$ cat src/rtl/upl_pkg.sv
// Package: shared constants for the protected register unlock sequencer.
// Assumes register offsets fit in 12 bits and keys fit in 8 bits.
package upl_pkg;

    localparam int          OFF_W    = 12;
    localparam int          KEY_W    = 8;
    localparam int          PROT_N   = 3;
    localparam int          KEY_N    = 3;
    localparam logic [11:0] LOCK_OFF = 12'h100;

    // Progress through the key: number of keys already matched, or open.
    typedef enum logic [1:0] {
        ST_IDLE = 2'd0,
        ST_K1   = 2'd1,
        ST_K2   = 2'd2,
        ST_OPEN = 2'd3
    } seq_state_e;

    // Key value expected at a given step of the sequence.
    function automatic logic [KEY_W-1:0] key_at(input int step);
        case (step)
            0:       return 8'h59;
            1:       return 8'h16;
            default: return 8'h88;
        endcase
    endfunction

    // Offset of protected register i (bit i of the qualifier vector).
    function automatic logic [OFF_W-1:0] prot_off(input int idx);
        case (idx)
            0:       return 12'h0C0;
            1:       return 12'h0C4;
            default: return 12'h008;
        endcase
    endfunction

endpackage

$ cat src/rtl/upl_addr_dec.sv
// Module: address decoder and write qualifier.
// Flags lock-register writes and, per protected register, a write strobe
// that passes only while protection is open. Assumes ADDR_W >= 12.
module upl_addr_dec #(
    parameter int ADDR_W = 12,
    parameter int PROT_N = 3
) (
    input  logic [ADDR_W-1:0] bus_addr,
    input  logic              bus_wr,
    input  logic              open_i,
    output logic              lock_sel,
    output logic              lock_wr,
    output logic [PROT_N-1:0] prot_wr_ok
);
    import upl_pkg::*;

    // Purpose: select the lock register by exact offset match.
    always_comb begin
        lock_sel = (bus_addr == ADDR_W'(LOCK_OFF));
        lock_wr  = lock_sel && bus_wr;
    end

    // One comparator and gate per protected register.
    for (genvar gi = 0; gi < PROT_N; gi++) begin : g_prot
        // Purpose: pass a protected write only while unlocked.
        always_comb begin
            prot_wr_ok[gi] = bus_wr && open_i &&
                             (bus_addr == ADDR_W'(prot_off(gi)));
        end
    end

endmodule

$ cat src/rtl/upl_key_fsm.sv
// Module: key sequencer.
// Advances on each lock-register write that carries the next key value,
// falls back to the start on any mismatch (a mismatching first key
// restarts at step one), and relocks on any write while open.
// Assumes one write per cycle that lock_wr is high.
module upl_key_fsm #(
    parameter int DATA_W = 32
) (
    input  logic              clk,
    input  logic              rst_n,
    input  logic              lock_wr,
    input  logic [DATA_W-1:0] wdata,
    output logic              open_o
);
    import upl_pkg::*;

    localparam logic [DATA_W-1:0] KEY0 = DATA_W'(key_at(0));
    localparam logic [DATA_W-1:0] KEY1 = DATA_W'(key_at(1));
    localparam logic [DATA_W-1:0] KEY2 = DATA_W'(key_at(2));

    seq_state_e state_q, state_d;

    // Purpose: pick the next step from the current step and written value.
    always_comb begin
        state_d = state_q;
        if (lock_wr) begin
            unique case (state_q)
                ST_IDLE: state_d = (wdata == KEY0) ? ST_K1 : ST_IDLE;
                ST_K1:   state_d = (wdata == KEY1) ? ST_K2 :
                                   (wdata == KEY0) ? ST_K1 : ST_IDLE;
                ST_K2:   state_d = (wdata == KEY2) ? ST_OPEN :
                                   (wdata == KEY0) ? ST_K1 : ST_IDLE;
                ST_OPEN: state_d = ST_IDLE;
                default: state_d = ST_IDLE;
            endcase
        end
    end

    // Purpose: hold sequence progress; reset to the locked start step.
    always_ff @(posedge clk) begin
        if (!rst_n) state_q <= ST_IDLE;
        else        state_q <= state_d;
    end

    // Purpose: open exactly when the final key has been accepted.
    always_comb open_o = (state_q == ST_OPEN);

endmodule

$ cat src/rtl/upl_rd_mux.sv
// Module: read-back mux for the lock register.
// Returns the open flag in bit 0 at the lock offset, zero elsewhere.
// Assumes reads have no side effects.
module upl_rd_mux #(
    parameter int DATA_W = 32
) (
    input  logic              lock_sel,
    input  logic              open_i,
    output logic [DATA_W-1:0] rdata
);
    // Purpose: drive status at the lock offset, zeros elsewhere.
    always_comb begin
        rdata = '0;
        if (lock_sel) rdata[0] = open_i;
    end

endmodule

$ cat src/rtl/upl_lock_gate.sv
// Module: protected register unlock sequencer, top level.
// Joins the address decoder, the key sequencer and the read mux. The
// protected registers live elsewhere and accept writes only on
// prot_wr_ok. Assumes a single-beat register bus, one write per cycle.
module upl_lock_gate #(
    parameter int ADDR_W = 12,
    parameter int DATA_W = 32,
    parameter int PROT_N = upl_pkg::PROT_N
) (
    input  logic              clk,
    input  logic              rst_n,
    input  logic [ADDR_W-1:0] bus_addr,
    input  logic              bus_wr,
    input  logic [DATA_W-1:0] bus_wdata,
    output logic [DATA_W-1:0] bus_rdata,
    output logic              unlocked,
    output logic [PROT_N-1:0] prot_wr_ok
);
    logic lock_sel;
    logic lock_wr;
    logic open_w;

    upl_addr_dec #(.ADDR_W(ADDR_W), .PROT_N(PROT_N)) dec_i (
        .bus_addr   (bus_addr),
        .bus_wr     (bus_wr),
        .open_i     (open_w),
        .lock_sel   (lock_sel),
        .lock_wr    (lock_wr),
        .prot_wr_ok (prot_wr_ok)
    );

    upl_key_fsm #(.DATA_W(DATA_W)) fsm_i (
        .clk     (clk),
        .rst_n   (rst_n),
        .lock_wr (lock_wr),
        .wdata   (bus_wdata),
        .open_o  (open_w)
    );

    upl_rd_mux #(.DATA_W(DATA_W)) rd_i (
        .lock_sel (lock_sel),
        .open_i   (open_w),
        .rdata    (bus_rdata)
    );

    // Purpose: expose the open flag as the unlocked status.
    always_comb unlocked = open_w;

endmodule

$ cat config.mk
export PLATFORM = sky130hd
export DESIGN_NAME = upl_lock_gate
export DESIGN_NICKNAME = d
export VERILOG_FILES = /design/src/rtl/upl_pkg.sv /design/src/rtl/upl_addr_dec.sv /design/src/rtl/upl_key_fsm.sv /design/src/rtl/upl_rd_mux.sv /design/src/rtl/upl_lock_gate.sv
export SDC_FILE = /design/constraint.sdc
export NUM_CORES = 1
export LEC_CHECK = 0
export ABC_AREA = 1
export ABC_CLOCK_PERIOD_IN_PS = 1700
export CORE_UTILIZATION = 30
export CTS_BUF_LIST = sky130_fd_sc_hd__clkbuf_8 sky130_fd_sc_hd__clkbuf_16
export DETAILED_ROUTE_END_ITERATION = 7
export HOLD_SLACK_MARGIN = 0.06
export PLACE_DENSITY_LB_ADDON = 0.2
export SLEW_MARGIN = 20
export SYNTH_ARGS = -nofsm -noshare
export SYNTH_HDL_FRONTEND = slang
export SYNTH_SLANG_ARGS = --single-unit
$ cat constraint.sdc
create_clock -name clk -period 1.7 [get_ports clk]
set_input_delay 0.255 -clock clk [delete_from_list [all_inputs] [get_ports clk]]
set_output_delay 0.255 -clock clk [all_outputs]
set_load 0.01 [all_outputs]
Yosys cells after proc, flatten, opt, wreduce, memory -nomap -nowiden
Cells that the tools add are included.
Storage, ports and cells
  register bits: 2
  input port bits: 47
Operators by class
  multiplexer cells: 5
  equal/unequal tests: 10
  reduce and logical (&&, ||, !) cells: 6
Operators by type and width (count)
  == test 32 x 5 -> 1 bit, second input constant: 1
  == test 32 x 7 -> 1 bit, second input constant: 1
  == test 32 x 8 -> 1 bit, second input constant: 1
  == test 12 x 8 -> 1 bit, second input constant: 2
  == test 12 x 4 -> 1 bit, second input constant: 1
  == test 12 x 9 -> 1 bit, second input constant: 1
  case mux 2 bit (4 select lines): 1
  logical AND 1 bit: 5
  == test 2 bit, second input constant: 2
  two-way mux 2 bit: 2
  == test 2 x 1 -> 1 bit, second input constant: 1
  logical NOT 2 bit: 1
  two-way mux 1 bit: 2

Logic depth before layout (Yosys ltp)
  depth after elaboration: 4
  depth in mapped cells: 10
  gate-level depth less buffers: 10

Cells and area by module
A second synthesis with hierarchy kept.
Second synthesis, totals
  cells, all modules: 172
  area total of the unflattened synthesis: 890.9 µm²
Modules (own cells, without submodules)
  upl_key_fsm: times used 1, cells each 100, seq. area each 40.0 µm², area an instance 452.9 µm²
  upl_rd_mux: times used 1, cells each 34, seq. area each 0.0 µm², area an instance 244.0 µm²
  upl_addr_dec: times used 1, cells each 38, seq. area each 0.0 µm², area an instance 193.9 µm²

Least setup slack after synthesis
Ideal clock, no wire load.
  path kind: flip-flop to output port
  start: register fsm_i.state_q[1]
  end: output port prot_wr_ok[2]
  data arrival time: 1.025 ns
  buffers on the path: 0
  path slack: 0.420 ns
  stages on the path, launching flop included: 4
  cell sequence: dfxtp_1 > nand2_1 > nor4_2 > nor3b_1
On the way
  longest elaborated chain between the ends: 3
Ends and longest elaborated chain
  from (decl): line upl_key_fsm.sv:21  | seq_state_e state_q, state_d;
  from (signal assigned): line upl_key_fsm.sv:42  | else state_q <= state_d;
  == test 2 bit: line upl_key_fsm.sv:46  | always_comb open_o = (state_q == ST_OPEN);
  logical AND 1 bit (2 in a row): line upl_addr_dec.sv:27  | prot_wr_ok[gi] = bus_wr && open_i &&
  to (decl): line upl_lock_gate.sv:17  | output logic [PROT_N-1:0] prot_wr_ok
Every way passes these cells.

Worst setup path in the final report
  start: register fsm_i.state_q[0]
  end: output port prot_wr_ok[1]
Same word-level chain as after synthesis.

==> results by group <==
Power and ir drop
  • Part of the power in combinational logic: 45.5%
  • P_leak: about 0.7 nW
  • PwrDens: about 320 nW/µm²
  • Pint: ~0.31 mW
  • Net Sw Frac: about 28%
  • VDD IR max: between 0.3 and 0.4 mV
  • NetSw: ~0.12 mW
  • Clock Power Share: 43.3%
  • Sequential share of power: between 10% and 20%

Finish
  • Layout cell share with drive strength beyond 1: around 14%
  • Regs by FF count: fsm_i.state_q x2
  • Nets: between 200 and 300
  • Area Growth Syn to Fin: 66.56%
  • Most common cell after layout, fill and taps aside: clkdlybuf4s50_1
  • Area of the multi-input gates: about 560 µm²
  • Ant diodes: 0
  • Max reg flops: 2
  • Sequential cell area: about 43 µm²
  • Commonest non-fill, non-tap cells in the layout: 42 x clkdlybuf4s50_1, 32 x nand2_1, 31 x conb_1
  • Biggest register: fsm_i.state_q
  • Fillers: ~260
  • Fin util: between 50% and 60%

STA
  • Final Hold Fails: 0
  • Final setup violation count: 0
  • Post-route clock skew: a little under 0.002 ns
  • Fmax: around 620 MHz
  • Final period util: roughly 95%
  • Final setup margin: about 0.083 ns
  • Minimum clock period: around 1.6 ns
  • Slew Viols, Final: 0
  • Unrepaired setup endpoints after global routing: false

Min path
  • Worst Hold Class: input pin to flip-flop
  • Min-delay src: rst_n
  • Hold path cells: 3
  • Worst Hold End: fsm_i.state_q[1]$_SDFFE_PN0P_

Yosys
  • Mapped Cells: between 150 and 200
  • Mean Syn Cell Area: roughly 5.1 µm²
  • Ys Warns: 0
  • Synth Cell Area: slightly above 800 µm²
  • Share of the yosys chip area belonging to registers: under 10%
  • #FFs+latches synth: 2
  • Synth unique cells: 17

Clocking
  • CTS tree: built
  • Clock buffer depth: 2
  • TritonCTS buffer count: 3
  • Clock Latency Late Sink: approximately 0.21 ns
  • Clock sinks: 2
  • H-Tree Depth: 1
  • Root Buffer Master: clkbuf_8
  • Worst-path clk slew: about 0.03 ns
  • CTS Hold Bufs: 0

Floorplanning
  • I/O pin cnt: 83
  • Starting Density: around 32%
  • Die footprint: around 2900 µm²
  • Die W: ~54 µm
  • Num rows: 18
  • DIE HEIGHT: 53.79 µm
  • Core area: around 2500 µm²

Routing
  • Routed WL per cell: 7.644 µm
  • Final wirelength: approximately 1.9 mm
  • DR DRC count: 0
  • Vias per inst: 3.879
  • Antenna-violating nets left: 0
  • Total iterations of the first detailed-routing run: 4
  • Initial DRC Count: 7
  • DR vias: about 960

Worst setup path
  • Crit start category: flip-flop
  • Worst reg2reg setup slack: 0.46 ns
  • Reg-to-Reg End: fsm_i.state_q[0]$_SDFFE_PN0P_
  • Critical Path RT: about 1.4 ns
  • Largest fanout on the critical path: 3
  • Crit path from: fsm_i.state_q[0]$_SDFFE_PN0P_
  • WS Path Type: flip-flop to output port
  • R2R depth: 10
  • Worst Setup End Kind: output port
  • Critical path arrival: roughly 1.4 ns
  • Worst r2r src: fsm_i.state_q[0]$_SDFFE_PN0P_

Placement
  • HPWL Detailed: ~1.7 mm
  • Setup WS pre-CTS: -0.4874 ns
  • PortBufs: slightly above 50
  • Final Wtd Congestion: just over 0.7

Global route
  • GRT Overall Usage: 12.27%
  • First-pass GRT wire length: roughly 2.6 mm
  • Largest net degree at the start of global routing: 5
  • Grt total ovfl: 0
  • Antenna violations before repair: 0
  • Vias in the first global route: around 760

Status
  • Status: finished clean

Flow run
  • Max Cap Viol: 0
-- worst max path at each step --
| stage | endpoint | slack, ns | cells past startpoint |
|---|---|---|---|
| after floorplan | prot_wr_ok[2] | 0.42 | 3 |
| after global placement | prot_wr_ok[0] | -0.44 | 6 |
| after detailed placement | prot_wr_ok[0] | -0.49 | 6 |
| after CTS | bus_rdata[0] | 0.006 | 7 |
| after global routing | prot_wr_ok[1] | 0.0001 | 6 |
| final | prot_wr_ok[1] | 0.08 | 6 |
-- logic make-up (layout without fill, tap and decap cells) --
family	count (synthesis)	after routing	synth area share (%)
and+or+nand+nor	85	85	46.50
DFF	2	2	4.977
other	1	31	0.4661
AOI/OAI and AO/OA	6	6	4.199
buffers and inverters	63	93	43.86
-- what timing repair did --
item	CTS	global route
resized for setup	25	10
endpoints found under the setup margin	4	4
setup buffers	3	1
pin swaps	4	3
-- per-stage QoR --
stage                     area (µm²)  power, mW  instances  hold WS (ns)  TNS, ns
final                           1340     0.4252        247        0.6237        0
after global routing            1340     0.4566        247        0.6620        0
after CTS                       1321     0.4308        246        0.6347        0
after detailed placement        1262     0.2378        241        0.6613   -1.665
after global placement          1262     0.2351        241        0.6562   -1.503
after floorplan                917.1     0.1700        187        0.3934        0
-- power groups by stage --
| stage | Clock [mW] | Sequential (mW) | Combinational [mW] |
|---|---|---|---|
| 2_1_floorplan | 0 | 0.0479 | 0.122 |
| 3_3_place_gp | 0 | 0.0479 | 0.187 |
| 3_5_place_dp | 0 | 0.0479 | 0.190 |
| 4_1_cts | 0.191 | 0.0474 | 0.192 |
| 5_1_grt | 0.193 | 0.0473 | 0.216 |
| 6_report | 0.184 | 0.0473 | 0.194 |
-- cell usage after synthesis --
library cell	n	area (µm²)
dfxtp_1	2	40.04
nor3b_1	1	7.510
nor2_1	31	116.4
nor3_2	1	10.01
a21oi_2	1	8.760
o21ai_0	2	10.01
nor2_4	1	11.26
nor4_2	1	12.51
nand4_1	3	18.77
nor2_2	3	18.77
nor3_1	2	10.01
conb_1	1	3.750
a21oi_1	3	15.01
nand2_1	33	123.9
inv_1	32	120.1
nand3_1	9	45.04
buf_4	31	232.7
-- layer usage --
| metal | up-vias | global-route usage, % | routed length, µm |
|---|---|---|---|
| li1 | 525 | - | - |
| met1 | 381 | 12.25 | 700 |
| met2 | 48 | 24.28 | 989 |
| met3 | 4 | 1.977 | 189 |
| met4 | 0 | 5.263 | 9 |
| met5 | - | 0 | 0 |
-- critical path, stage by stage (launching register included) --
cell,delay [ns]
dfxtp_2,0.33
nand2_4,0.07
nor4_4,0.22
nand4_1,0.17
buf_4,0.18
nor2_4,0.06
buf_2,0.12
-- area by class of cell --
cell class | instances | share of cell area [%]
multi-input cells | 122 | 41.64
clock buffers | 3 | 3.081
flip-flops and latches | 2 | 3.175
well taps | 30 | 2.801
repair buffers | 58 | 40.34
inverters | 32 | 8.964
(Power assumes the default switching activity.)
